==> src/rtl/blend_pkg.sv <==
package blend_pkg;
  typedef enum logic [1:0] {
    LM_BYPASS   = 2'd0,
    LM_TOP_PASS = 2'd1,
    LM_TOP_ONLY = 2'd2,
    LM_BLEND    = 2'd3
  } layer_mode_e;

  typedef enum logic [1:0] {
    AS_PIXEL  = 2'd0,
    AS_GAINED = 2'd1,
    AS_PLANE  = 2'd2,
    AS_PLANE2 = 2'd3
  } alpha_src_e;
endpackage

==> src/rtl/blend_cfg_shadow.sv <==
module blend_cfg_shadow
  import blend_pkg::*;
#(
  parameter int CW = 8,
  parameter int AW = 8
) (
  input  logic            clk,
  input  logic            rst_n,
  input  logic            frame_start,
  input  logic [1:0]      cfg_mode,
  input  logic [1:0]      cfg_alpha_src,
  input  logic [AW-1:0]   cfg_plane_alpha,
  input  logic [AW-1:0]   cfg_gain,
  input  logic            cfg_premul,
  input  logic            cfg_bot_connected,
  input  logic [3*CW-1:0] cfg_bg_rgb,
  output logic [1:0]      act_mode,
  output logic [1:0]      act_alpha_src,
  output logic [AW-1:0]   act_plane_alpha,
  output logic [AW-1:0]   act_gain,
  output logic            act_premul,
  output logic            act_bot_connected,
  output logic [3*CW-1:0] act_bg_rgb
);
  logic [1:0]      sh_mode,  sh_mode_nxt;
  logic [1:0]      sh_src,   sh_src_nxt;
  logic [AW-1:0]   sh_pa,    sh_pa_nxt;
  logic [AW-1:0]   sh_gain,  sh_gain_nxt;
  logic            sh_pm,    sh_pm_nxt;
  logic            sh_bc,    sh_bc_nxt;
  logic [3*CW-1:0] sh_bg,    sh_bg_nxt;

  // next state: shadow loads on the frame-start pulse only
  always_comb begin
    sh_mode_nxt = sh_mode;
    sh_src_nxt  = sh_src;
    sh_pa_nxt   = sh_pa;
    sh_gain_nxt = sh_gain;
    sh_pm_nxt   = sh_pm;
    sh_bc_nxt   = sh_bc;
    sh_bg_nxt   = sh_bg;
    if (frame_start) begin
      sh_mode_nxt = cfg_mode;
      sh_src_nxt  = cfg_alpha_src;
      sh_pa_nxt   = cfg_plane_alpha;
      sh_gain_nxt = cfg_gain;
      sh_pm_nxt   = cfg_premul;
      sh_bc_nxt   = cfg_bot_connected;
      sh_bg_nxt   = cfg_bg_rgb;
    end
  end

  always_ff @(posedge clk or negedge rst_n) begin
    if (!rst_n) begin
      sh_mode <= LM_BYPASS;
      sh_src  <= AS_PIXEL;
      sh_pa   <= '1;
      sh_gain <= '1;
      sh_pm   <= 1'b0;
      sh_bc   <= 1'b1;
      sh_bg   <= '0;
    end else begin
      sh_mode <= sh_mode_nxt;
      sh_src  <= sh_src_nxt;
      sh_pa   <= sh_pa_nxt;
      sh_gain <= sh_gain_nxt;
      sh_pm   <= sh_pm_nxt;
      sh_bc   <= sh_bc_nxt;
      sh_bg   <= sh_bg_nxt;
    end
  end

  // the pixel that rides with the pulse already sees the new settings
  always_comb begin
    act_mode          = frame_start ? cfg_mode          : sh_mode;
    act_alpha_src     = frame_start ? cfg_alpha_src     : sh_src;
    act_plane_alpha   = frame_start ? cfg_plane_alpha   : sh_pa;
    act_gain          = frame_start ? cfg_gain          : sh_gain;
    act_premul        = frame_start ? cfg_premul        : sh_pm;
    act_bot_connected = frame_start ? cfg_bot_connected : sh_bc;
    act_bg_rgb        = frame_start ? cfg_bg_rgb        : sh_bg;
  end

  // without a pulse the active settings must not move
  assert_cfg_hold_R9: assert property (@(posedge clk) disable iff (!rst_n)
    !frame_start |=> (frame_start || ($stable(act_mode) && $stable(act_alpha_src)
                      && $stable(act_premul) && $stable(act_bot_connected))));
endmodule

==> src/rtl/blend_alpha_sel.sv <==
module blend_alpha_sel
  import blend_pkg::*;
#(
  parameter int CW = 8,
  parameter int AW = 8
) (
  input  logic            clk,
  input  logic            rst_n,
  input  logic            in_valid,
  input  logic [3*CW-1:0] top_rgb,
  input  logic [AW-1:0]   top_alpha,
  input  logic [3*CW-1:0] bot_rgb,
  input  logic [AW-1:0]   bot_alpha,
  input  logic [1:0]      act_mode,
  input  logic [1:0]      act_alpha_src,
  input  logic [AW-1:0]   act_plane_alpha,
  input  logic [AW-1:0]   act_gain,
  input  logic            act_premul,
  input  logic            act_bot_connected,
  input  logic [3*CW-1:0] act_bg_rgb,
  output logic            s1_valid,
  output logic [1:0]      s1_mode,
  output logic            s1_premul,
  output logic [AW-1:0]   s1_alpha,
  output logic [3*CW-1:0] s1_top_rgb,
  output logic [AW-1:0]   s1_top_alpha,
  output logic [3*CW-1:0] s1_bot_rgb,
  output logic [AW-1:0]   s1_bot_alpha
);
  localparam int PW = 2 * AW;
  localparam logic [PW-1:0] HALF = PW'(1) << (AW - 1);

  logic [PW-1:0]   gain_prod;
  logic [AW-1:0]   eff_alpha;
  logic [3*CW-1:0] sel_bot_rgb;
  logic [AW-1:0]   sel_bot_alpha;

  logic            valid_nxt;
  logic [1:0]      mode_nxt;
  logic            premul_nxt;
  logic [AW-1:0]   alpha_nxt;
  logic [3*CW-1:0] top_rgb_nxt, bot_rgb_nxt;
  logic [AW-1:0]   top_alpha_nxt, bot_alpha_nxt;

  always_comb begin
    gain_prod = {{AW{1'b0}}, top_alpha} * {{AW{1'b0}}, act_gain} + HALF;
    case (act_alpha_src)
      AS_PIXEL:  eff_alpha = top_alpha;
      AS_GAINED: eff_alpha = gain_prod[PW-1:AW];
      default:   eff_alpha = act_plane_alpha;
    endcase
    sel_bot_rgb   = act_bot_connected ? bot_rgb   : act_bg_rgb;
    sel_bot_alpha = act_bot_connected ? bot_alpha : '1;
  end

  // next state with clock enable on the data registers
  always_comb begin
    valid_nxt     = in_valid;
    mode_nxt      = s1_mode;
    premul_nxt    = s1_premul;
    alpha_nxt     = s1_alpha;
    top_rgb_nxt   = s1_top_rgb;
    top_alpha_nxt = s1_top_alpha;
    bot_rgb_nxt   = s1_bot_rgb;
    bot_alpha_nxt = s1_bot_alpha;
    if (in_valid) begin
      mode_nxt      = act_mode;
      premul_nxt    = act_premul;
      alpha_nxt     = eff_alpha;
      top_rgb_nxt   = top_rgb;
      top_alpha_nxt = top_alpha;
      bot_rgb_nxt   = sel_bot_rgb;
      bot_alpha_nxt = sel_bot_alpha;
    end
  end

  always_ff @(posedge clk or negedge rst_n) begin
    if (!rst_n) begin
      s1_valid     <= 1'b0;
      s1_mode      <= LM_BYPASS;
      s1_premul    <= 1'b0;
      s1_alpha     <= '0;
      s1_top_rgb   <= '0;
      s1_top_alpha <= '0;
      s1_bot_rgb   <= '0;
      s1_bot_alpha <= '0;
    end else begin
      s1_valid     <= valid_nxt;
      s1_mode      <= mode_nxt;
      s1_premul    <= premul_nxt;
      s1_alpha     <= alpha_nxt;
      s1_top_rgb   <= top_rgb_nxt;
      s1_top_alpha <= top_alpha_nxt;
      s1_bot_rgb   <= bot_rgb_nxt;
      s1_bot_alpha <= bot_alpha_nxt;
    end
  end

  // plane source ignores pixel alpha
  assert_plane_alpha_R6: assert property (@(posedge clk) disable iff (!rst_n)
    (in_valid && act_alpha_src[1]) |=> (s1_alpha == $past(act_plane_alpha)));

  // missing lower stage replaced by background, full alpha
  assert_bg_fill_R8: assert property (@(posedge clk) disable iff (!rst_n)
    (in_valid && !act_bot_connected) |=>
      (s1_bot_rgb == $past(act_bg_rgb) && s1_bot_alpha == {AW{1'b1}}));
endmodule

==> src/rtl/blend_chan.sv <==
module blend_chan
  import blend_pkg::*;
#(
  parameter int CW = 8,
  parameter int AW = 8
) (
  input  logic [CW-1:0] top_c,
  input  logic [CW-1:0] bot_c,
  input  logic [AW-1:0] alpha,
  input  logic [1:0]    mode,
  input  logic          premul,
  output logic [CW-1:0] res
);
  localparam int PW = CW + AW;
  localparam logic [PW-1:0] HALF = PW'(1) << (AW - 1);
  localparam logic [AW-1:0] ONE  = '1;
  localparam logic [CW:0]   CMAX = {1'b0, {CW{1'b1}}};

  logic [AW-1:0] inv;
  logic [PW-1:0] tp, bp;
  logic [CW-1:0] ts, bs, top_term;
  logic [CW:0]   sum;

  always_comb begin
    inv      = ONE - alpha;
    tp       = {{AW{1'b0}}, top_c} * {{CW{1'b0}}, alpha} + HALF;
    bp       = {{AW{1'b0}}, bot_c} * {{CW{1'b0}}, inv} + HALF;
    ts       = tp[PW-1:AW];
    bs       = bp[PW-1:AW];
    top_term = premul ? top_c : ts;
    sum      = {1'b0, top_term} + {1'b0, bs};
    case (mode)
      LM_BYPASS:   res = bot_c;
      LM_TOP_PASS: res = top_c;
      LM_TOP_ONLY: res = top_term;
      default:     res = (sum > CMAX) ? CMAX[CW-1:0] : sum[CW-1:0];
    endcase
  end
endmodule

==> src/rtl/blend_mix.sv <==
module blend_mix
  import blend_pkg::*;
#(
  parameter int CW = 8,
  parameter int AW = 8
) (
  input  logic            clk,
  input  logic            rst_n,
  input  logic            s1_valid,
  input  logic [1:0]      s1_mode,
  input  logic            s1_premul,
  input  logic [AW-1:0]   s1_alpha,
  input  logic [3*CW-1:0] s1_top_rgb,
  input  logic [AW-1:0]   s1_top_alpha,
  input  logic [3*CW-1:0] s1_bot_rgb,
  input  logic [AW-1:0]   s1_bot_alpha,
  output logic            out_valid,
  output logic [3*CW-1:0] out_rgb,
  output logic [AW-1:0]   out_alpha
);
  localparam int NCH = 3;

  logic [3*CW-1:0] mix_rgb;
  logic [AW-1:0]   comp_alpha;
  logic [AW-1:0]   mix_alpha;
  logic            valid_nxt;
  logic [3*CW-1:0] rgb_nxt;
  logic [AW-1:0]   alpha_nxt;

  for (genvar c = 0; c < NCH; c++) begin : g_chan
    blend_chan #(.CW(CW), .AW(AW)) u_chan (
      .top_c  (s1_top_rgb[c*CW +: CW]),
      .bot_c  (s1_bot_rgb[c*CW +: CW]),
      .alpha  (s1_alpha),
      .mode   (s1_mode),
      .premul (s1_premul),
      .res    (mix_rgb[c*CW +: CW])
    );
  end

  // coverage alpha: a + bottom*(1-a), i.e. premultiplied blend of a over bottom alpha
  blend_chan #(.CW(AW), .AW(AW)) u_alpha (
    .top_c  (s1_alpha),
    .bot_c  (s1_bot_alpha),
    .alpha  (s1_alpha),
    .mode   (LM_BLEND),
    .premul (1'b1),
    .res    (comp_alpha)
  );

  always_comb begin
    case (s1_mode)
      LM_BYPASS:   mix_alpha = s1_bot_alpha;
      LM_TOP_PASS: mix_alpha = s1_top_alpha;
      LM_TOP_ONLY: mix_alpha = s1_alpha;
      default:     mix_alpha = comp_alpha;
    endcase
  end

  always_comb begin
    valid_nxt = s1_valid;
    rgb_nxt   = s1_valid ? mix_rgb   : out_rgb;
    alpha_nxt = s1_valid ? mix_alpha : out_alpha;
  end

  always_ff @(posedge clk or negedge rst_n) begin
    if (!rst_n) begin
      out_valid <= 1'b0;
      out_rgb   <= '0;
      out_alpha <= '0;
    end else begin
      out_valid <= valid_nxt;
      out_rgb   <= rgb_nxt;
      out_alpha <= alpha_nxt;
    end
  end

  // bypass hands the bottom pixel on unchanged
  assert_bypass_R3: assert property (@(posedge clk) disable iff (!rst_n)
    (s1_valid && s1_mode == LM_BYPASS) |=>
      (out_rgb == $past(s1_bot_rgb) && out_alpha == $past(s1_bot_alpha)));

  // a premultiplied blend never darkens below the top colour
  assert_premul_floor_R7: assert property (@(posedge clk) disable iff (!rst_n)
    (s1_valid && s1_premul && s1_mode == LM_BLEND) |=>
      (out_rgb[CW-1:0] >= $past(s1_top_rgb[CW-1:0])));
endmodule

==> src/rtl/alpha_blend_stage.sv <==
module alpha_blend_stage
  import blend_pkg::*;
#(
  parameter int CW = 8,
  parameter int AW = 8
) (
  input  logic            clk,
  input  logic            rst_n,
  input  logic            frame_start,
  input  logic [1:0]      cfg_mode,
  input  logic [1:0]      cfg_alpha_src,
  input  logic [AW-1:0]   cfg_plane_alpha,
  input  logic [AW-1:0]   cfg_gain,
  input  logic            cfg_premul,
  input  logic            cfg_bot_connected,
  input  logic [3*CW-1:0] cfg_bg_rgb,
  input  logic            in_valid,
  input  logic [3*CW-1:0] top_rgb,
  input  logic [AW-1:0]   top_alpha,
  input  logic [3*CW-1:0] bot_rgb,
  input  logic [AW-1:0]   bot_alpha,
  output logic            out_valid,
  output logic [3*CW-1:0] out_rgb,
  output logic [AW-1:0]   out_alpha
);
  logic rst_q1, rst_sync_n;

  // asynchronous assert, synchronous release
  always_ff @(posedge clk or negedge rst_n) begin
    if (!rst_n) begin
      rst_q1     <= 1'b0;
      rst_sync_n <= 1'b0;
    end else begin
      rst_q1     <= 1'b1;
      rst_sync_n <= rst_q1;
    end
  end

  logic [1:0]      act_mode, act_alpha_src;
  logic [AW-1:0]   act_plane_alpha, act_gain;
  logic            act_premul, act_bot_connected;
  logic [3*CW-1:0] act_bg_rgb;

  logic            s1_valid, s1_premul;
  logic [1:0]      s1_mode;
  logic [AW-1:0]   s1_alpha, s1_top_alpha, s1_bot_alpha;
  logic [3*CW-1:0] s1_top_rgb, s1_bot_rgb;

  blend_cfg_shadow #(.CW(CW), .AW(AW)) u_cfg (
    .clk               (clk),
    .rst_n             (rst_sync_n),
    .frame_start       (frame_start),
    .cfg_mode          (cfg_mode),
    .cfg_alpha_src     (cfg_alpha_src),
    .cfg_plane_alpha   (cfg_plane_alpha),
    .cfg_gain          (cfg_gain),
    .cfg_premul        (cfg_premul),
    .cfg_bot_connected (cfg_bot_connected),
    .cfg_bg_rgb        (cfg_bg_rgb),
    .act_mode          (act_mode),
    .act_alpha_src     (act_alpha_src),
    .act_plane_alpha   (act_plane_alpha),
    .act_gain          (act_gain),
    .act_premul        (act_premul),
    .act_bot_connected (act_bot_connected),
    .act_bg_rgb        (act_bg_rgb)
  );

  blend_alpha_sel #(.CW(CW), .AW(AW)) u_sel (
    .clk               (clk),
    .rst_n             (rst_sync_n),
    .in_valid          (in_valid),
    .top_rgb           (top_rgb),
    .top_alpha         (top_alpha),
    .bot_rgb           (bot_rgb),
    .bot_alpha         (bot_alpha),
    .act_mode          (act_mode),
    .act_alpha_src     (act_alpha_src),
    .act_plane_alpha   (act_plane_alpha),
    .act_gain          (act_gain),
    .act_premul        (act_premul),
    .act_bot_connected (act_bot_connected),
    .act_bg_rgb        (act_bg_rgb),
    .s1_valid          (s1_valid),
    .s1_mode           (s1_mode),
    .s1_premul         (s1_premul),
    .s1_alpha          (s1_alpha),
    .s1_top_rgb        (s1_top_rgb),
    .s1_top_alpha      (s1_top_alpha),
    .s1_bot_rgb        (s1_bot_rgb),
    .s1_bot_alpha      (s1_bot_alpha)
  );

  blend_mix #(.CW(CW), .AW(AW)) u_mix (
    .clk          (clk),
    .rst_n        (rst_sync_n),
    .s1_valid     (s1_valid),
    .s1_mode      (s1_mode),
    .s1_premul    (s1_premul),
    .s1_alpha     (s1_alpha),
    .s1_top_rgb   (s1_top_rgb),
    .s1_top_alpha (s1_top_alpha),
    .s1_bot_rgb   (s1_bot_rgb),
    .s1_bot_alpha (s1_bot_alpha),
    .out_valid    (out_valid),
    .out_rgb      (out_rgb),
    .out_alpha    (out_alpha)
  );

  // cycles since reset release, saturating, so the latency check never looks before reset
  logic [1:0] age_q, age_nxt;
  always_comb age_nxt = (age_q == 2'd2) ? age_q : age_q + 2'd1;
  always_ff @(posedge clk or negedge rst_sync_n) begin
    if (!rst_sync_n) age_q <= 2'd0;
    else             age_q <= age_nxt;
  end

  // two-edge latency of the valid qualifier
  assert_latency_R2: assert property (@(posedge clk) disable iff (!rst_sync_n)
    (age_q == 2'd2) |-> (out_valid == $past(in_valid, 2)));
endmodule

==> config.mk <==
export PLATFORM = sky130hd
export DESIGN_NAME = alpha_blend_stage
export DESIGN_NICKNAME = d
export VERILOG_FILES = /design/src/rtl/blend_pkg.sv /design/src/rtl/blend_cfg_shadow.sv /design/src/rtl/blend_alpha_sel.sv /design/src/rtl/blend_chan.sv /design/src/rtl/blend_mix.sv /design/src/rtl/alpha_blend_stage.sv
export SDC_FILE = /design/constraint.sdc
export NUM_CORES = 1
export LEC_CHECK = 0
export ABC_CLOCK_PERIOD_IN_PS = 5180
export BUFFER_PORTS_ARGS = -buffer_cell sky130_fd_sc_hd__buf_2
export CELL_PAD_IN_SITES_DETAIL_PLACEMENT = 1
export CELL_PAD_IN_SITES_GLOBAL_PLACEMENT = 2
export CORE_MARGIN = 5
export CORE_UTILIZATION = 40
export CTS_CLUSTER_DIAMETER = 60
export DETAILED_ROUTE_END_ITERATION = 10
export PLACE_DENSITY = 0.8
export REMOVE_ABC_BUFFERS = 1
export SLEW_MARGIN = 20
export SYNTH_ARGS = -nofsm -noshare
export SYNTH_HDL_FRONTEND = slang
export SYNTH_HIERARCHICAL = 1
export SYNTH_SLANG_ARGS = --single-unit
==> constraint.sdc <==
create_clock -name clk -period 5.18 [get_ports clk]
set_input_delay 0.259 -clock clk [delete_from_list [all_inputs] [get_ports clk]]
set_output_delay 0.259 -clock clk [all_outputs]
set_load 0.02 [all_outputs]
Word level (Yosys, flattened, before mapping):

Index checks and enable logic that the tools add are counted.

* register bits after elaboration: 157
* bits in latches: 0
* RAM bits: 0
* memory bits (read-only): 0
* input port bits: 114
* output and inout port bits: 33
* memories: 0

* add/sub/neg operators: 13
* multiply operators: 8
* div/mod/pow operators: 0
* magnitude comparators: 4
* equal/unequal tests: 3
* shift operators: 0
* multiplexer cells: 21
* bitwise gates (word level): 0
* reductions and logical operators: 2

Operators by type and width (number)
* $add 16x8->16 const B: 8
* $mul 8x8->16: 8
* $pmux 8 s3: 4
* $mux 8: 10
* $mux 24: 2
* $add 8x8->9: 4
* $gt 9x8->1 const B: 4
* $pmux 8 s2: 1
* $sub 8x8->8 const A: 1
* $eq 2x1->1 const B: 2
* $logic_not 2->1: 2
* $mux 2: 2
* $eq 2x2->1 const B: 1
* $mux 1: 2

Depth between registers and ports, before layout:

Gate-level depths: netlist of run 1.

* depth after elaboration: 7
* depth in mapped cells: 26
* depth with buffers taken out: 25

Modules after synthesis:

The synthesis of run 1 kept the hierarchy.

Modules (own cells, without submodules)
* blend_alpha_sel: times used 1, cells an instance 498, area each 5181.2 sq um, seq. area each 1901.8 sq um
* blend_chan at u_mix.g_chan[1].u_chan: times used 1, cells an instance 537, area each 4631.9 sq um, seq. area each 0.0 sq um
* blend_chan at u_mix.g_chan[0].u_chan: times used 1, cells an instance 538, area each 4593.2 sq um, seq. area each 0.0 sq um
* blend_chan at u_mix.u_alpha: times used 1, cells an instance 519, area each 4553.1 sq um, seq. area each 0.0 sq um
* blend_chan at u_mix.g_chan[2].u_chan: times used 1, cells an instance 525, area each 4500.6 sq um, seq. area each 0.0 sq um
* blend_cfg_shadow: times used 1, cells an instance 97, area each 1931.9 sq um, seq. area each 1172.4 sq um
* blend_mix: times used 1, cells an instance 99, area each 1470.2 sq um, seq. area each 825.8 sq um
* alpha_blend_stage: times used 1, cells an instance 3, area each 53.8 sq um, seq. area each 50.0 sq um

Worst setup path after synthesis of run 1:

OpenSTA, ideal clock, no wires.

* kind: reg2reg
* start point: register u_sel.s1_alpha[3]
* end point: register u_mix.out_rgb[7]
* arrival: 6332 ps
* data required time: 5055 ps
* setup slack: -1276 ps
* stages on the path, launching flop included: 22
* buffers on the path: 1
* clock period less this slack: 6456 ps
* cells stage by stage: dfrtp_1 clkbuf_1 and2_1 fa_1 fa_1 fa_1 inv_1 fa_1 inv_1 ha_1 a211oi_2 nor2_2 a2111oi_4 o32a_2 nand2_1 and3_1 ha_1 or3b_2 or4_1 a21oi_1 a211oi_2 mux2_2

* word-level cells in the longest chain between the ends: 7
* elaborated cells on any way between the ends: 10
* those cells by class: add/sub (4); mul (2); order compare (1); mux (3)

RTL lines
* start, declared: RTL line blend_alpha_sel.sv:24 `output logic [AW-1:0] s1_alpha,`
* start signal, assigned: RTL line blend_alpha_sel.sv:91 `s1_alpha <= alpha_nxt;`
* $sub 8x8->8 or $mul 8x8->16 (tied branches): RTL line blend_chan.sv:25, blend_chan.sv:26
* $mul 8x8->16 or $add 16x8->16 (tied branches): RTL line blend_chan.sv:27, blend_chan.sv:26
* $add 16x8->16 or $mux 8 (tied branches): RTL line blend_chan.sv:27, blend_chan.sv:30
* $add 8x8->9: RTL line blend_chan.sv:31 `sum = {1'b0, top_term} + {1'b0, bs};`
* $gt 9x8->1: RTL line blend_chan.sv:36 `default: res = (sum > CMAX) ? CMAX[CW-1:0] : sum[CW-1:0];`
* $mux 8: RTL line blend_chan.sv:36
* $pmux 8 s3 (*): RTL line blend_chan.sv:32 `case (mode)`
* net u_mix.mix_rgb[7]: RTL line blend_mix.sv:23 `logic [3*CW-1:0] mix_rgb;`
* end signal, assigned: RTL line blend_mix.sv:73 `out_rgb <= rgb_nxt;`
* end, declared: RTL line blend_mix.sv:18 `output logic [3*CW-1:0] out_rgb,`

Mark *: on every way through the listed nets, which the timed path passes. The rest lies on a longest branch.
A chain may end at the register's enable or synchronous reset.

Worst setup path after layout of run 1:

* start point: register u_sel.s1_alpha[4]
* end point: register u_mix.out_rgb[0]

Same word-level chain as after synthesis.

==> results.yml, run 1 <==
critical_path:
  cp-end-kind: "flop"
  cp_common_cell: "fa_1"
  crit_chain: "buf_4 > nand2b_1 > fa_1 > fa_1 > inv_1 > fa_1 > fa_1 > ha_4 > nand4_1 > o21bai_2 > o21a_1 > o21a_1 > nor2_2 > xnor2_1 > ha_1 > a211o_1 > o211ai_1 > a21oi_2 > a221o_2 > o221a_2 > mux2_2"
  start_kind: "flop"
  critPathMaxFanout: 8
  crit_path_top_delay_cell: "dfrtp_4"
  arrival_ps: 6490
  cp_data_required_time_ps: 5560
  path_buf_inv: 2
  path_delay_family: "adder cells"
  critPathMaxStageDelay_ps: 580
  path_class: "flop to flop"
outcome:
  outcome: "finished with violations"
  violations: "setup timing"
clocking:
  cts_htree_levels: 4
  insertion_delay_ps: 510
  clockBufferDepth: 2
  path_clk_slew_ps: 80
  numCtsBuffers: 17
  cts_root_buf: "clkbuf_16"
  clock_sinks: 157
  cts_tree: "done"
global_route:
  grt_pass1_wl_um: 139000
  grt_max_degree: 100
  grt_overflow: 0
  first_global_vias: 25862
  grt_usage_pct: 23.8
  antenna_found_initial: 0
synth:
  synth_cell_types: 97
  synth-edff-count: 0
  synth_area_um2: 26900
  synth_adder_area_share_pct: 40.7
  syn_inst: 2816
  avgSynthCellArea_um2: 9.56
  synth.ff_latch_count: 157
  synth-simple-area-share_pct: 17.3
  ys_async_sr_fraction_pct: 100
  synth_mux_area_share_pct: 7.28
  synthFlopType: "dfrtp_1"
  synth_top_family_by_area: "adder cells"
  seq_area_frac_synth_pct: 14.7
  synth_compound_area_share_pct: 9.95
  synth_xor_area_share_pct: 2.53
  yosysWarnings: 6
detailed_routing:
  vias: 22223
  avgViaCountPerCell: 5.25
  drt_iter0_drc: 844
  drtPass1Iterations: 4
  routed_wl_um: 87800
  drc: 0
  wire_per_inst_um: 20.7
  ant_nets: 0
timing:
  setup_viol: 32
  fin_crit_ps: 6110
  setup_ws_ps: -930
  drv_slew: 0
  relSlewSlack_pct: 30.3
  maxClockFrequency_ghz: 0.164
  fin_crit_sh_pct: 118
  hold_viol_final: 0
  rsz0062_at_grt: "true"
  clock_skew_ps: 16.6
  worst_pin_slew_ps: 1050
final_layout:
  area_delta_synth_final_pct: 26.8
  final_cells: 4233
  n_antenna_cell: 0
  nets: 4145
  nFillCells: 7506
  drive_gt1_share_pct: 30.1
placement:
  dpl.cell_count: 4095
  globalplace.congestion: 0.867
  portBuffers: 146
  dp_hpwl_um: 69300
die:
  row_count: 95
  ios: 147
  initial_core_util_pct: 40.2
  die_y_um: 269
  die_area_um2: 72600
  coreArea_um2: 66900
  die_x_um: 269
hold_path:
  hold_class: "primary input to flop"
job:
  maxCapViolations: 0
[cell type report]
class / instances / area, um2 / area share, %
timing repair buffer: 611 / 4650 / 13.6
inverter: 390 / 1460 / 4.29
clock inverter: 15 / 151 / 0.444
multi-input combinational: 2170 / 22400 / 65.6
sequential: 157 / 3970 / 11.6
tap: 873 / 1090 / 3.20
clock buffer: 17 / 425 / 1.25
[cell families after synthesis]
logic type                 count (synthesis)
and+or+nand+nor                          848
adders and majority gates                684
buffers and inverters                    495
AOI/OAI and AO/OA                        387
muxes                                    166
DFF                                      157
xor gates and xnor gates                  77
other                                      2
[state kept, by name, indices dropped and copies added (netlist names)]
signal / count
u_mix/out_valid: 1
u_sel/s1_valid: 1
u_mix/out_alpha: 8
u_cfg/sh_pa: 8
u_cfg/sh_mode: 2
u_mix/out_rgb: 24
u_sel/s1_bot_alpha: 8
u_sel/s1_bot_rgb: 24
u_sel/s1_premul: 1
u_cfg/sh_bc: 1
u_cfg/sh_src: 2
u_sel/s1_alpha: 8
u_sel/s1_top_alpha: 8
u_sel/s1_mode: 2
rst_q1: 1
u_sel/s1_top_rgb: 24
u_cfg/sh_pm: 1
u_cfg/sh_bg: 24
rst_sync_n: 1
u_cfg/sh_gain: 8
[cells in the final DEF (no fill, tap or decap), types with 14 or more instances in the layout]
cell type,netlist,routed
fa_1,319,303
a21oi_2,3,17
xnor2_1,45,34
fa_2,0,16
dlygate4sd3_1,0,52
nand2b_1,73,64
a21o_1,29,29
buf_4,3,374
o21ai_2,0,19
buf_2,6,144
ha_1,365,327
o21ai_0,57,26
buf_6,7,23
mux2_2,77,65
nor3_1,19,17
inv_1,390,371
nor2_1,103,88
o21ai_1,15,26
mux2i_1,49,47
dfstp_2,17,17
and2_1,212,201
inv_2,0,19
nor2b_2,0,17
a21oi_1,96,80
ha_4,0,29
a31oi_1,18,14
buf_12,5,14
clkbuf_16,0,17
o21a_1,21,20
mux2_4,40,52
nand2_1,166,160
xor2_1,31,29
dfrtp_1,140,127
nor2b_1,196,177
[through the flow]
step	hold slack (ps)	TNS (ps)	instance area (um2)	util [%]	worst slack, ps
final	42.6	-24720	34100	51.0	-930
after global routing	9.43	-32010	34100	51.0	-1130
after CTS	3.80	-26500	33200	49.6	-940
after detailed placement	50.6	-32900	31000	46.4	-1120
after global placement	46.2	-27780	31000	46.4	-1010
after floorplan	-36.6	-38380	26400	-	-1560
[synth_stat cells, drive strengths merged, types with 4 or more instances]
library cell / number / area share, %
dfstp: 17 / 1.7
o2111ai: 7 / 0.25
ha: 365 / 17
o21a: 21 / 0.59
nand2: 166 / 2.3
nand3b: 8 / 0.22
o21ai: 72 / 1.3
nand4: 12 / 0.28
o311ai: 9 / 0.32
nor2: 104 / 1.5
o32a: 4 / 0.15
xor2: 32 / 1.1
xnor2: 45 / 1.5
nor3b: 4 / 0.11
nor3: 20 / 0.39
a21oi: 99 / 1.9
a31oi: 19 / 0.46
mux2i: 49 / 1.8
buf: 45 / 1.2
o22ai: 18 / 0.44
a21o: 31 / 0.87
clkbuf: 60 / 0.92
nand3: 14 / 0.26
a211oi: 24 / 0.80
mux2: 117 / 5.5
inv: 390 / 5.4
o211ai: 6 / 0.17
o21bai: 17 / 0.50
o31ai: 4 / 0.11
and3b: 5 / 0.16
and3: 14 / 0.33
o221a: 4 / 0.17
dfrtp: 140 / 13
nand2b: 74 / 1.7
or4: 4 / 0.11
o221ai: 10 / 0.35
nor2b: 196 / 4.6
a41oi: 4 / 0.16
and2: 214 / 5.0
fa: 319 / 24
a221oi: 9 / 0.29
[timing repair]
| item | in CTS | in global routing |
|---|---|---|
| hold endpoints to repair | 53 | 0 |
| endpoints found under the setup margin | 32 | 32 |
| resized for setup | 170 | 180 |
| hold buffers | 52 | 0 |
| buffers inserted | 37 | 20 |
| pin swaps | 130 | 180 |
[worst reg2reg max path, delay by kind of cell, from the launching register on]
family | cells | cell delay (ps)
AOI/OAI and AO/OA | 8 | 1890
buffers and inverters | 2 | 240
muxes | 1 | 260
adders and majority gates | 6 | 2590
DFF | 1 | 580
xor gates and xnor gates | 1 | 130
and+or+nand+nor | 3 | 330
[path summary, 6_finish.rpt]
path / from / end / slack, ps / depth (start not counted)
min in group asynchronous: rst_n / rst_sync_n / 70 / 2
setup / recovery: u_sel/s1_alpha[4] / u_mix/out_rgb[0] / -930 / 21
max in group asynchronous: rst_sync_n / u_sel/s1_alpha[4] / 3600 / 1
setup reg to reg: u_sel/s1_alpha[4] / u_mix/out_rgb[0] / -930 / 21
hold / removal: top_rgb[7] / u_sel/s1_top_rgb[7] / 40 / 2
hold reg to reg: rst_q1 / rst_sync_n / 350 / 0
[layer usage]
layer | vias up | part of all wire [%] | wire length (um) | global-route usage, %
li1 | 10328 | - | - | -
met2 | 339 | 52 | 45800 | 43.4
met3 | 101 | 2.8 | 2440 | 3.11
met4 | 0 | 2.5 | 2200 | 7.49
met1 | 11455 | 42 | 37300 | 29.3
met5 | - | 0 | 0 | 0
Power of run 1 is left out: the tool's default activity adds up to more than one toggle a clock period on the data nets, which glitch-free logic cannot reach.
==> run 2, diff against run 1 <==
- ABC_AREA: default -> 1
- CORE_UTILIZATION: 40 -> 37
- CTS_CLUSTER_SIZE: default -> 30
- PLACE_DENSITY: 0.8 -> 0.82
==> run 2 against run 1 <==
  * The run still ends with setup timing left
  * Largest cell class unchanged
  * Cell area grew 7.2%
  * Sequential share of layout area decreased by 0.80 points
  * Setup slack improved by 540 ps
  * Global-route usage grew 0.54 points
  * Maximum frequency is 9.8% higher
  * Via count grew 22%
  * Worst hold slack got worse by 28 ps
  * Clock-buffer cell count grew 1
  * Utilization fell by 2.9 points
  * Clock skew increased by 7.7 ps
==> results.yml, run 2 <==
synth:
  synth_mux_area_share_pct: 0
  synthTopCellsByCount: "1187 x nand2_1, 864 x inv_1, 367 x nor2_1"
  yosysWarnings: 6
  ys_async_sr_fraction_pct: 100
  seq_area_frac_synth_pct: 13.9
  synth_adder_area_share_pct: 38.6
  synth_top_area_share_pct: 22.5
  synth_top_family_by_area: "adder cells"
  synthFlopType: "dfrtp_1"
  avgSynthCellArea_um2: 7.10
  synth_compound_area_share_pct: 6.06
  synth.ff_latch_count: 157
  yosysMostFrequentCell: "nand2_1"
  syn_inst: 3999
  synth_xor_area_share_pct: 1.94
  synth-simple-area-share_pct: 25.7
  yosysTopAreaCell: "fa_1"
  synth_area_um2: 28400
  synth_cell_types: 54
  synth-edff-count: 0
  synthTopCellsByArea: "fa_1 22%, ha_1 16%, nand2_1 16%"
die:
  ios: 147
  die_y_um: 287
  row_count: 101
  initial_core_util_pct: 37.3
  die_x_um: 287
  die_area_um2: 82400
  coreArea_um2: 76100
final_layout:
  nets: 5354
  final_cells: 5599
  fin_util_pct: 48.1
  area_delta_synth_final_pct: 28.8
  final_cell_mix: "1104 x nand2_1, 813 x inv_1, 404 x buf_4"
  finalInstanceArea_um2: 36600
  drive_gt1_share_pct: 24.1
  n_antenna_cell: 0
  final_common_cell: "nand2_1"
detailed_routing:
  wire_per_inst_um: 17.8
  routed_wl_um: 99900
  avgViaCountPerCell: 4.82
  ant_nets: 0
  vias: 27004
  drt_iter0_drc: 1114
  drtPass1Iterations: 5
  drc: 0
timing:
  setup_tns_ps: -8440
  maxClockFrequency_ghz: 0.180
  clock_skew_ps: 24.3
  hold_viol_final: 0
  worst_pin_slew_ps: 978
  drv_slew: 0
  setup_viol: 32
  rsz0062_at_grt: "true"
  fin_crit_sh_pct: 107
  fin_crit_ps: 5570
  relSlewSlack_pct: 34.7
  setup_ws_ps: -386
critical_path:
  ff2ff_path_depth: 28
  arrival_ps: 6000
  crit_path_top_delay_cell: "fa_1"
  start_kind: "flop"
  r2r_start: "u_sel/s1_alpha[4]"
  r2r_slack_ps: -390
  cp-end-kind: "flop"
  path_delay_family: "adder cells"
  reg2reg_to: "u_mix/out_rgb[7]"
  path_class: "flop to flop"
  critPathMaxFanout: 7
  crit_cells: 28
  cp_data_required_time_ps: 5620
  cp_common_cell: "fa_1"
  critPathMaxStageDelay_ps: 550
  path_buf_inv: 6
global_route:
  grtUsageMet2_pct: 43.8
  antenna_found_initial: 2
  first_global_vias: 29621
  grt_usage_pct: 24.3
  grtUsageMet1_pct: 32.0
  top_usage_layer: "met2"
  grt_max_degree: 101
  grt_pass1_wl_um: 160000
  gr-usage-met3_pct: 2.56
  grt_overflow: 0
hold_path:
  hold_class: "primary input to flop"
  min_from: "bot_alpha[5]"
  hold_end: "u_sel/s1_bot_alpha[5]"
  hold_depth: 3
clocking:
  clockBufferDepth: 2
  clock_sinks: 157
  numCtsBuffers: 17
  cts_htree_levels: 4
  insertion_delay_ps: 520
  path_clk_slew_ps: 90
  cts_root_buf: "clkbuf_16"
  cts_tree: "done"
placement:
  dpl_cell_area_um2: 32800
  portBuffers: 146
  dpl.cell_count: 5436
  dp_hpwl_um: 78400
  globalplace.congestion: 0.858
outcome:
  outcome: "finished with violations"
  violations: "setup timing"
job:
  maxCapViolations: 0
run 2: cell types whose count changed after synthesis, sizes merged, moves of 28 or more:
| cell | change |
|---|---|
| nand2 | +1047 |
| inv | +490 |
| nor2 | +275 |
| and2 | -199 |
| nor2b | -196 |
| nand3 | +131 |
| mux2 | -117 |
| nand2b | -74 |
| mux2i | -49 |
| clkbuf | +33 |
| o21ai | +28 |
run 2: worst max-delay path by stage:
stage	from	endpoint	slack, ps
2_1_floorplan	u_sel/s1_alpha[2]	u_mix/out_alpha[5]	-870
3_3_place_gp	u_sel/s1_alpha[7]	u_mix/out_rgb[7]	-580
3_5_place_dp	u_sel/s1_alpha[7]	u_mix/out_rgb[7]	-620
4_1_cts	u_sel/s1_alpha[4]	u_mix/out_rgb[7]	-340
5_1_grt	u_sel/s1_alpha[4]	u_mix/out_rgb[15]	-610
6_report	u_sel/s1_alpha[4]	u_mix/out_rgb[7]	-390
run 2: layer usage:
layer / vias up / wire length (um)
met5: - / 0
met4: 0 / 2060
met3: 92 / 2770
met2: 344 / 49700
met1: 13469 / 45300
li1: 13099 / -
run 2: area by class of cell:
class                   instances  area [um2]
fillers                      9599       39500
multi-input cells            2848       22300
repair buffers                651        5100
flip-flops and latches        157        3960
inverters                     881        3320
well taps                    1030        1290
clock buffers                  18         439
clock inverters                14         140
run 2: worst reg2reg max path: cells and delay by family, from the launching register on:
family	cells	cell delay [ps]
DFF	1	490
buffers and inverters	6	700
AOI/OAI and AO/OA	4	750
adders and majority gates	6	2530
and+or+nand+nor	11	830
xor gates and xnor gates	1	200
run 2: logic make-up after synthesis:
group                      Yosys count
other                                2
xor gates and xnor gates            63
and+or+nand+nor                   1809
buffers and inverters             1006
DFF                                157
AOI/OAI and AO/OA                  278
adders and majority gates          684
run 2: what timing repair did:
action	CTS	global route
gates resized for setup	233	220
hold endpoints to repair	57	0
setup buffers	51	23
endpoints found under the setup margin	32	32
pin swaps	175	164
hold buffers	56	0
cloned	3	0
run 2: through the flow:
step	hold WS, ps	setup slack, ps
finish	14.7	-386
global route	7.00	-608
CTS	1.63	-336
detailed placement	46.0	-621
global placement	44.3	-579
floorplan	-36.6	-870
Power of run 2 is left out for the same reason.
==> run 3, diff against run 2 <==
--- a/config.mk
+++ b/config.mk
@@ -12,3 +12,2 @@
 export CELL_PAD_IN_SITES_GLOBAL_PLACEMENT = 2
-export CORE_MARGIN = 5
 export CORE_UTILIZATION = 37
@@ -17,3 +16,3 @@
 export DETAILED_ROUTE_END_ITERATION = 10
-export PLACE_DENSITY = 0.82
+export PLACE_DENSITY = 0.81
 export REMOVE_ABC_BUFFERS = 1
==> constraint.sdc (replaced) <==
create_clock -name clk -period 5.18 [get_ports clk]
set_input_delay 0.518 -clock clk [delete_from_list [all_inputs] [get_ports clk]]
set_output_delay 0.518 -clock clk [all_outputs]
set_load 0.02 [all_outputs]
==> run 3 against run 2 <==
  * The run still ends with setup timing left
  * Critical path depth is 5 lower
  * Non-clock buffer count is 4 lower
  * Clock skew is 3.2 ps lower
  * Flip-flop and latch count stayed put
  * Setup slack worse by 54 ps
  * Worst hold slack better by 190 ps
==> results.yml, run 3 (synthesis gave the netlist of run 2 again) <==
critical_path:
  crit_chain: "buf_12 > buf_6 > inv_4 > nand2_4 > fa_2 > fa_1 > inv_2 > fa_1 > fa_1 > ha_4 > a21o_1 > nor2_2 > xor2_1 > inv_1 > ha_4 > fa_2 > a31o_4 > a21oi_4 > nand2_1 > nand2_1 > o2111ai_1 > nand2_1 > nand2_1"
  cp_common_cell: "nand2_1"
  cp_data_required_time_ps: 5580
  arrival_ps: 6020
  start_kind: "flop"
  reg2reg_to: "u_mix/out_rgb[0]"
  path_class: "flop to flop"
  ff2ff_path_depth: 23
  critPathMaxStageDelay_ps: 580
  cp-end-kind: "flop"
  r2r_start: "u_sel/s1_alpha[2]"
  crit_path_top_delay_cell: "fa_1"
  critPathMaxFanout: 8
  r2r_slack_ps: -440
timing:
  fin_crit_sh_pct: 108
  setup_ws_ps: -440
  fin_crit_ps: 5620
  rsz0062_at_grt: "true"
  clock_skew_ps: 21.1
  setup_viol: 32
  drv_slew: 0
  hold_viol_final: 0
  worst_pin_slew_ps: 1020
  relSlewSlack_pct: 31.4
  maxClockFrequency_ghz: 0.178
clocking:
  cts_tree: "done"
  cts_root_buf: "clkbuf_16"
  clockBufferDepth: 2
  numCtsBuffers: 17
  path_clk_slew_ps: 80
  cts_htree_levels: 4
  insertion_delay_ps: 520
  clock_sinks: 157
global_route:
  grt_max_degree: 74
  first_global_vias: 29134
  grt_pass1_wl_um: 160000
  grt_overflow: 0
  antenna_found_initial: 1
  grt_usage_pct: 26.3
detailed_routing:
  vias: 27287
  drt_iter0_drc: 1222
  routed_wl_um: 103000
  wire_per_inst_um: 18.4
  drtPass1Iterations: 5
  ant_nets: 0
  drc: 0
  avgViaCountPerCell: 4.88
final_layout:
  nets: 5350
  final_common_cell: "nand2_1"
  final_cells: 5595
  multi_input_area_um2: 22500
  n_antenna_cell: 0
  final_cell_mix: "1104 x nand2_1, 796 x inv_1, 431 x buf_4"
  seq_area_um2: 3970
  drive_gt1_share_pct: 26.1
  area_delta_synth_final_pct: 29.3
  nFillCells: 9509
placement:
  dp_hpwl_um: 80100
  globalplace.congestion: 0.897
  dpl.cell_count: 5458
  portBuffers: 146
die:
  die_area_um2: 77900
  die_x_um: 279
  coreArea_um2: 75900
  ios: 147
  row_count: 101
  initial_core_util_pct: 37.4
  die_y_um: 279
hold_path:
  hold_end: "u_sel/s1_top_rgb[8]"
  min_from: "top_rgb[8]"
  hold_class: "primary input to flop"
  hold_depth: 3
outcome:
  violations: "setup timing"
  outcome: "finished with violations"
job:
  maxCapViolations: 0
## run 3: changes by cell type in the layout (fill, tap and decap cells not counted), sizes merged
cell         delta
buf            +51
bufbuf          -2
bufinv          +1
clkbuf          +5
clkinv          +1
clkinvlp        +5
dlygate4sd3    -55
inv            -10
## run 3: layout make-up
| cell class | count | share of cell area [%] |
|---|---|---|
| inverter | 881 | 9.06 |
| sequential | 157 | 10.8 |
| clock inverter | 11 | 0.307 |
| multi-input combinational | 2848 | 61.4 |
| clock buffer | 21 | 1.23 |
| timing repair buffer | 647 | 13.7 |
| tap | 1030 | 3.51 |
## run 3: worst max-delay path: cells and delay by family, from the launching register on
kind                     cells  cell delay, ps
buffers and inverters        5             480
adder cells (fa/ha/maj)      7            2890
AO/OA/AOI/OAI                4             820
XOR/XNOR                     1             210
flip-flops                   1             540
AND/OR/NAND/NOR              6             540
## run 3: through the flow
| stage | TNS, ps | hold slack (ps) | instance area, um2 | util [%] | setup slack (ps) |
|---|---|---|---|---|---|
| floorplan | -26230 | 222 | 27800 | - | -870 |
| global placement | -14180 | 304 | 33000 | 43.4 | -511 |
| detailed placement | -16970 | 310 | 33000 | 43.4 | -611 |
| CTS | -8940 | 185 | 35400 | 46.6 | -339 |
| global route | -18230 | 216 | 36700 | 48.4 | -665 |
| finish | -10330 | 207 | 36700 | 48.4 | -440 |
## run 3: what timing repair did
action	CTS	global route
buffers inserted	76	25
endpoints found under the setup margin	32	32
hold endpoints to repair	2	0
hold buffers	1	0
resized for setup	266	290
pin swaps	166	231
cloned	3	2
## run 3: worst max-delay path by stage
stage                           start            endpoint  slack [ps]  cells past startpoint
floorplan           u_sel/s1_alpha[2]  u_mix/out_alpha[5]        -870                     27
detailed placement  u_sel/s1_alpha[2]  u_mix/out_alpha[7]        -610                     31
global placement    u_sel/s1_alpha[0]   u_mix/out_rgb[15]        -510                     31
finish              u_sel/s1_alpha[2]    u_mix/out_rgb[0]        -440                     23
CTS                 u_sel/s1_alpha[4]   u_mix/out_rgb[15]        -340                     27
global route        u_sel/s1_alpha[7]    u_mix/out_rgb[0]        -660                     27
## run 3: metal layers
metal,wire length (um),global-route usage (%)
met5,0,0
met4,2840,7.31
met3,2400,1.90
met2,51100,46.2
met1,46700,34.8
Power of run 3 is left out for the same reason.
